--- config.mk ---
export PLATFORM = sky130hd
export DESIGN_NAME = i2c_regxfer
export DESIGN_NICKNAME = d
export VERILOG_FILES = /design/src/rtl/i2c_regxfer_pkg.sv /design/src/rtl/i2c_qphase.sv /design/src/rtl/i2c_sync2.sv /design/src/rtl/i2c_linectl.sv /design/src/rtl/i2c_regxfer.sv
export SDC_FILE = /design/constraint.sdc
export NUM_CORES = 1
export LEC_CHECK = 0
export BUFFER_PORTS_ARGS = -buffer_cell sky130_fd_sc_hd__buf_2
export CAP_MARGIN = 20
export CORE_MARGIN = 1
export CORE_UTILIZATION = 45
export CTS_BUF_LIST = sky130_fd_sc_hd__clkbuf_2
export DETAILED_ROUTE_END_ITERATION = 8
export PLACE_DENSITY_LB_ADDON = 0.05
export SYNTH_ARGS = -nofsm -noshare
export SYNTH_HDL_FRONTEND = slang
export SYNTH_HIERARCHICAL = 1
export SYNTH_SLANG_ARGS = --single-unit
--- constraint.sdc ---
create_clock -name clk -period 2.95 [get_ports clk]
set_input_delay 0.59 -clock clk [delete_from_list [all_inputs] [get_ports clk]]
set_output_delay 0.59 -clock clk [all_outputs]
set_load 0.02 [all_outputs]
--- src/rtl/i2c_regxfer_pkg.sv ---
package i2c_regxfer_pkg;
  // Kind of the bus slot currently being generated
  typedef enum logic [2:0] {
    SL_IDLE,
    SL_START,
    SL_TX,
    SL_ACK,
    SL_RX,
    SL_STOP
  } slot_e;
endpackage

--- src/rtl/i2c_qphase.sv ---
// Quarter-phase timer: counts QCYC clocks per quarter, four quarters per slot
module i2c_qphase #(
  parameter int QCYC = 250
) (
  input  logic       clk,
  input  logic       rst,
  input  logic       run,
  output logic [1:0] q,
  output logic       q_last
);
  localparam int CW = (QCYC < 2) ? 1 : $clog2(QCYC);

  logic [CW-1:0] cnt;

  assign q_last = run && (cnt == CW'(QCYC - 1));

  always_ff @(posedge clk) begin
    if (rst || !run) begin
      cnt <= '0;
      q   <= 2'd0;
    end else if (q_last) begin
      cnt <= '0;
      q   <= q + 2'd1;
    end else begin
      cnt <= cnt + CW'(1);
    end
  end
endmodule

--- src/rtl/i2c_sync2.sv ---
// Two-flop synchroniser for the incoming data line
module i2c_sync2 #(
  parameter logic INIT = 1'b1
) (
  input  logic clk,
  input  logic rst,
  input  logic d,
  output logic q
);
  logic s1;

  always_ff @(posedge clk) begin
    if (rst) begin
      s1 <= INIT;
      q  <= INIT;
    end else begin
      s1 <= d;
      q  <= s1;
    end
  end
endmodule

--- src/rtl/i2c_linectl.sv ---
// Registered pull-low enables for both lines, set per slot kind and quarter
module i2c_linectl
  import i2c_regxfer_pkg::*;
(
  input  logic       clk,
  input  logic       rst,
  input  slot_e      kind,
  input  logic [1:0] q,
  input  logic       tx_bit,
  output logic       scl_oe,
  output logic       sda_oe
);
  always_ff @(posedge clk) begin
    if (rst || kind == SL_IDLE) begin
      scl_oe <= 1'b0;
      sda_oe <= 1'b0;
    end else begin
      case (q)
        2'd0: scl_oe <= 1'b1;
        2'd1: begin
          case (kind)
            SL_STOP: sda_oe <= 1'b1;
            SL_TX:   sda_oe <= ~tx_bit;
            default: sda_oe <= 1'b0;
          endcase
        end
        2'd2: scl_oe <= 1'b0;
        default: begin
          if (kind == SL_START) sda_oe <= 1'b1;
          else if (kind == SL_STOP) sda_oe <= 1'b0;
        end
      endcase
    end
  end
endmodule

--- src/rtl/i2c_regxfer.sv ---
module i2c_regxfer
  import i2c_regxfer_pkg::*;
#(
  parameter int QCYC       = 250,
  parameter int ACK_TRIES  = 255,
  parameter int INIT_STOPS = 9
) (
  input  logic       clk,
  input  logic       rst,
  input  logic       go,
  input  logic       cmd_read,
  input  logic [7:0] dev_addr,
  input  logic [7:0] reg_idx,
  input  logic [7:0] wr_data,
  input  logic       sda_in,
  output logic       busy,
  output logic       done,
  output logic       err,
  output logic [7:0] rd_data,
  output logic       scl_oe,
  output logic       sda_oe
);
  localparam int TW = (ACK_TRIES < 2) ? 1 : $clog2(ACK_TRIES);
  localparam int IW = (INIT_STOPS < 1) ? 1 : $clog2(INIT_STOPS + 1);

  slot_e         kind;
  logic [1:0]    q;
  logic          q_last;
  logic          slot_end;
  logic          sda_s;
  logic          samp;
  logic [7:0]    shreg;
  logic [2:0]    bitn;
  logic [1:0]    bsel;
  logic [1:0]    load_sel;
  logic [7:0]    load_byte;
  logic [TW-1:0] tries;
  logic [IW-1:0] init_left;
  logic          rd_q;
  logic [7:0]    a_q, r_q, w_q;

  i2c_qphase #(.QCYC(QCYC)) u_qphase (
    .clk(clk), .rst(rst), .run(kind != SL_IDLE), .q(q), .q_last(q_last)
  );

  i2c_sync2 #(.INIT(1'b1)) u_sync (
    .clk(clk), .rst(rst), .d(sda_in), .q(sda_s)
  );

  i2c_linectl u_lines (
    .clk(clk), .rst(rst), .kind(kind), .q(q), .tx_bit(shreg[7]),
    .scl_oe(scl_oe), .sda_oe(sda_oe)
  );

  assign slot_end = q_last && (q == 2'd3);
  assign busy     = (kind != SL_IDLE);

  // Byte to shift next: after an acknowledge it is the following one
  always_comb begin
    load_sel = (kind == SL_ACK) ? bsel + 2'd1 : bsel;
    case (load_sel)
      2'd0:    load_byte = a_q;
      2'd1:    load_byte = r_q;
      default: load_byte = rd_q ? {a_q[7:1], 1'b1} : w_q;
    endcase
  end

  // Sample SDA late in quarter 3, with SCL released
  always_ff @(posedge clk) begin
    if (rst) samp <= 1'b1;
    else if (q_last && q == 2'd2) samp <= sda_s;
  end

  always_ff @(posedge clk) begin
    if (rst) begin
      kind      <= (INIT_STOPS > 0) ? SL_STOP : SL_IDLE;
      init_left <= IW'(INIT_STOPS);
      done      <= 1'b0;
      err       <= 1'b0;
      rd_data   <= '0;
      shreg     <= '0;
      bitn      <= '0;
      bsel      <= '0;
      tries     <= '0;
      rd_q      <= 1'b0;
      a_q       <= '0;
      r_q       <= '0;
      w_q       <= '0;
    end else begin
      done <= 1'b0;
      if (kind == SL_IDLE) begin
        if (go) begin
          rd_q <= cmd_read;
          a_q  <= dev_addr;
          r_q  <= reg_idx;
          w_q  <= wr_data;
          err  <= 1'b0;
          bsel <= 2'd0;
          kind <= SL_START;
        end
      end else if (slot_end) begin
        case (kind)
          SL_START: begin
            shreg <= load_byte;
            bitn  <= '0;
            kind  <= SL_TX;
          end
          SL_TX: begin
            shreg <= {shreg[6:0], 1'b0};
            bitn  <= bitn + 3'd1;
            if (bitn == 3'd7) begin
              kind  <= SL_ACK;
              tries <= '0;
            end
          end
          SL_ACK: begin
            if (!samp) begin
              if (bsel == 2'd2) begin
                bitn <= '0;
                kind <= rd_q ? SL_RX : SL_STOP;
              end else if (bsel == 2'd1 && rd_q) begin
                bsel <= 2'd2;
                kind <= SL_START;
              end else begin
                bsel  <= bsel + 2'd1;
                shreg <= load_byte;
                bitn  <= '0;
                kind  <= SL_TX;
              end
            end else if (tries == TW'(ACK_TRIES - 1)) begin
              err  <= 1'b1;
              kind <= SL_STOP;
            end else begin
              tries <= tries + TW'(1);
            end
          end
          SL_RX: begin
            shreg <= {shreg[6:0], samp};
            bitn  <= bitn + 3'd1;
            if (bitn == 3'd7) begin
              rd_data <= {shreg[6:0], samp};
              kind    <= SL_STOP;
            end
          end
          SL_STOP: begin
            if (init_left > IW'(1)) begin
              init_left <= init_left - IW'(1);
            end else if (init_left == IW'(1)) begin
              init_left <= '0;
              kind      <= SL_IDLE;
            end else begin
              kind <= SL_IDLE;
              done <= 1'b1;
            end
          end
          default: kind <= SL_IDLE;
        endcase
      end
    end
  end
endmodule

==> summary.md <==
| Metric | Value |
|---|---|
| Final Wtd Congestion | just over 0.8 |
| Worst r2r src | u_qphase/cnt[0] |
| Die width | between 90 and 100 um |
| Multi-input logic area | around 2200 um2 |
| Pleak | 1.653 nW |
| CP Launch Type | flip-flop |
| R2R setup slack | just over 0.5 ns |
| Worst EP required | between 3 and 4 ns |
| Layout overhead on the synthesized area | 10.55% |
| Hold Startpoint | sda_in |
| I/O Buffers | slightly above 40 |
| Final min period | 2.445 ns |
| First-pass GRT wire length | between 10 and 15 mm |
| Crit Path Category | flip-flop to flip-flop |
| DR iter-0 viols | between 100 and 150 |
| Number of H-tree levels | 3 |
| Core Util, Final | 51.67% |
| Crit path top cell by count | a211o_1 |
| Latest clock arrival within the worst-skew pair | between 0.5 and 0.6 ns |
| Final setup violation count | 0 |
| Skew final | roughly 0.031 ns |
| DR vias | ~3.2k |
| Storage cell area | 1562 um2 |
| Clock slew at reported path FFs | about 0.22 ns |
| ANT nets after route | 0 |
| RSZ-0062 raised after global routing | false |
| Synthesis Warnings | 6 |
| Worst-path maximum fanout | 6 |
| Reg2Reg Depth | 7 |
| CTS Buffer Depth | 2 |
| Initial core utilization | a little under half |
| Max-slew headroom | ~57% |
| Power Total | between 1.5 and 2 mW |
| Mean post-synth cell area | between 8 and 9 um2 |
| CP peak stage delay | ~0.43 ns |
| Vias in the first global route | 2924 |
| Buffer count from post-CTS setup fixing | 0 |
| # diodes | 0 |
| Remaining Overflow, GRT | 0 |
| PostCTS Resize Cnt | 0 |
| Largest net degree at the start of global routing | 38 |
| Reg2reg end | init_left[3] |
| Die Y | roughly 95 um |
| Slowest stage cell, crit path | dfxtp_1 |
| Cells after DPL | 577 |
| Worst Setup SP | u_qphase/cnt[0] |
| Cell Rows | 33 |
| Total CTS buffers | 9 |
| Worst hold path class | primary input to flip-flop |
| Fillcell total | just over 800 |
| Cells after synthesis | about 450 |
| Hold Vio Cnt, Final | 0 |
| Post-synth cell types | 73 |
| Crit. End Element | flip-flop |
| Synth Register Bits | 78 |
| Wire length per cell | around 14 um |
| Routed wire length | 8.377 mm |
| Synth Flop Type | dfxtp_1 |
| Share of layout cells above drive strength 1 | between 15 and 20% |
| Critical Path End | init_left[3] |
| Clock sink count | between 70 and 80 |
| Nets | 523 |
| Maxcap violations | 0 |
| GR Util All Layers | around 20% |
| DP Wirelength | 5.793 mm |
| CP top delay family | simple AND/OR/NAND/NOR gates |
| Worst-margin pin slew | ~0.65 ns |
| Sequential fraction of the synthesis area | 40.26% |
| EDFF count, synth | 0 |
| Cell Area, Synth | ~3900 um2 |
| CTS Hold Buffers Added | 0 |
| Final Cycle Share | slightly above 80% |
| CP bufs+invs | 0 |
| Arrival time worst endpoint | between 2 and 3 ns |
| Antenna violations before repair | 0 |
| P per Cell Area | approximately 420 nW/um2 |
| Vias/cell | 5.369 |
| Drt drc | 0 |
| Core ar. | 8299 um2 |
| Max frequency | just over 0.4 GHz |
| Maximum vdd drop | between 200 and 300 uV |
| Ys async rst share | 0% |
| Final Non-Filler Cells | between 500 and 600 |
| Hold WS | roughly 0.27 ns |
| Final slew viol count | 0 |
| Clk root buf | clkbuf_2 |
| Drt pass-1 iters | 4 |
| IO Pins | between 40 and 50 |
| Setup TNS | 0 ns |
| Levels on crit path | 7 |
| Die ar. | around 9000 um2 |
| Status | complete, no violations |
| CP cell instances | ha_1 -> and4b_4 -> and2_4 -> nand3_1 -> a211o_1 -> or4_4 -> a211o_1 |
| Mapped Nets | just under 500 |
| CTS tree | built |
[routing by layer]
layer	wire [um]	GRT usage, %	vias up
met5	0	0	-
met4	35	6.439	0
met3	297	3.543	2
met2	3958	33.75	50
met1	4085	26.17	1486
li1	-	-	1646
[power breakdown]
part | internal (mW) | switching (mW)
registers | 1.06 | 0.00425
logic | 0.0256 | 0.0328
clock network | 0.289 | 0.376
[registers in the layout, indices dropped and copies added (netlist names), 2 cells and up]
| name | flops |
|---|---|
| a_q | 8 |
| shreg | 8 |
| bsel | 2 |
| w_q | 8 |
| init_left | 4 |
| rd_data | 8 |
| u_qphase/cnt | 8 |
| tries | 8 |
| r_q | 8 |
| u_qphase/q | 2 |
| kind | 3 |
| bitn | 3 |
[per-stage QoR]
step	setup WS (ns)	cell area, um2
after floorplan	0.4267	3879
after global placement	0.6273	4149
after detailed placement	0.5702	4149
after CTS	0.5126	4288
after global routing	0.2958	4288
final	0.5050	4288
[cell families after synthesis]
group	Yosys count	synth area share [%]
and+or+nand+nor	199	27.16
AOI/OAI and AO/OA	101	18.94
DFF	78	40.26
buffers and inverters	33	4.129
muxes	14	3.709
adders and majority gates	11	3.548
xor gates and xnor gates	10	2.258
[cell type report]
type	instances	area share, %
clock buffer	11	1.284
sequential	78	36.42
timing repair buffer	48	6.011
inverter	11	0.9629
multi-input combinational	335	50.31
tap	105	3.064
clock inverter	5	1.955
[synthesized netlist by cell type, drive strengths merged (3+ instances only)]
cell    count  area [um2]
a211oi      4       42.54
nand3      12       60.06
buf        11       77.56
nand3b      9       92.59
ha         11       137.6
a221o       7       70.07
nor3b       5       37.54
nand2b      5       31.28
mux2i      14       143.9
nand2      66       247.7
dfxtp      78        1562
nor2       54       227.7
a21oi      47       239.0
and2        5       33.78
xor2        3       26.28
inv        11       41.29
a211o       5       43.79
xnor2       7       61.31
nand4       4       25.02
and3        3       20.02
o41ai       7       106.4
nor2b       5       31.28
or2         5       31.28
nor3        9       45.04
clkbuf     11       41.29
o21ai      10       53.80
[worst min path at each step]
stage	cells after the start	end	slack [ns]
after global placement	1	u_sync/q	0.40
final	2	u_sync/s1	0.27
after CTS	2	u_sync/s1	0.22
after global routing	3	r_q[0]	0.23
after detailed placement	1	u_sync/q	0.41
after floorplan	1	u_sync/q	0.39
[layout by cell type, fill, tap and decap left out, types with 8 or more instances in the layout]
cell      Yosys  routed
a21oi_1      46      46
buf_2         5      41
clkbuf_2      0      11
dfxtp_1      78      78
ha_1         11      11
inv_1        11      11
mux2i_1      13      13
nand2_1      66      66
nand3_1      12      12
nor2_1       46      46
nor3_1        9       9
o21ai_0       8       8
No activity file was read; power rests on OpenSTA's default activity.
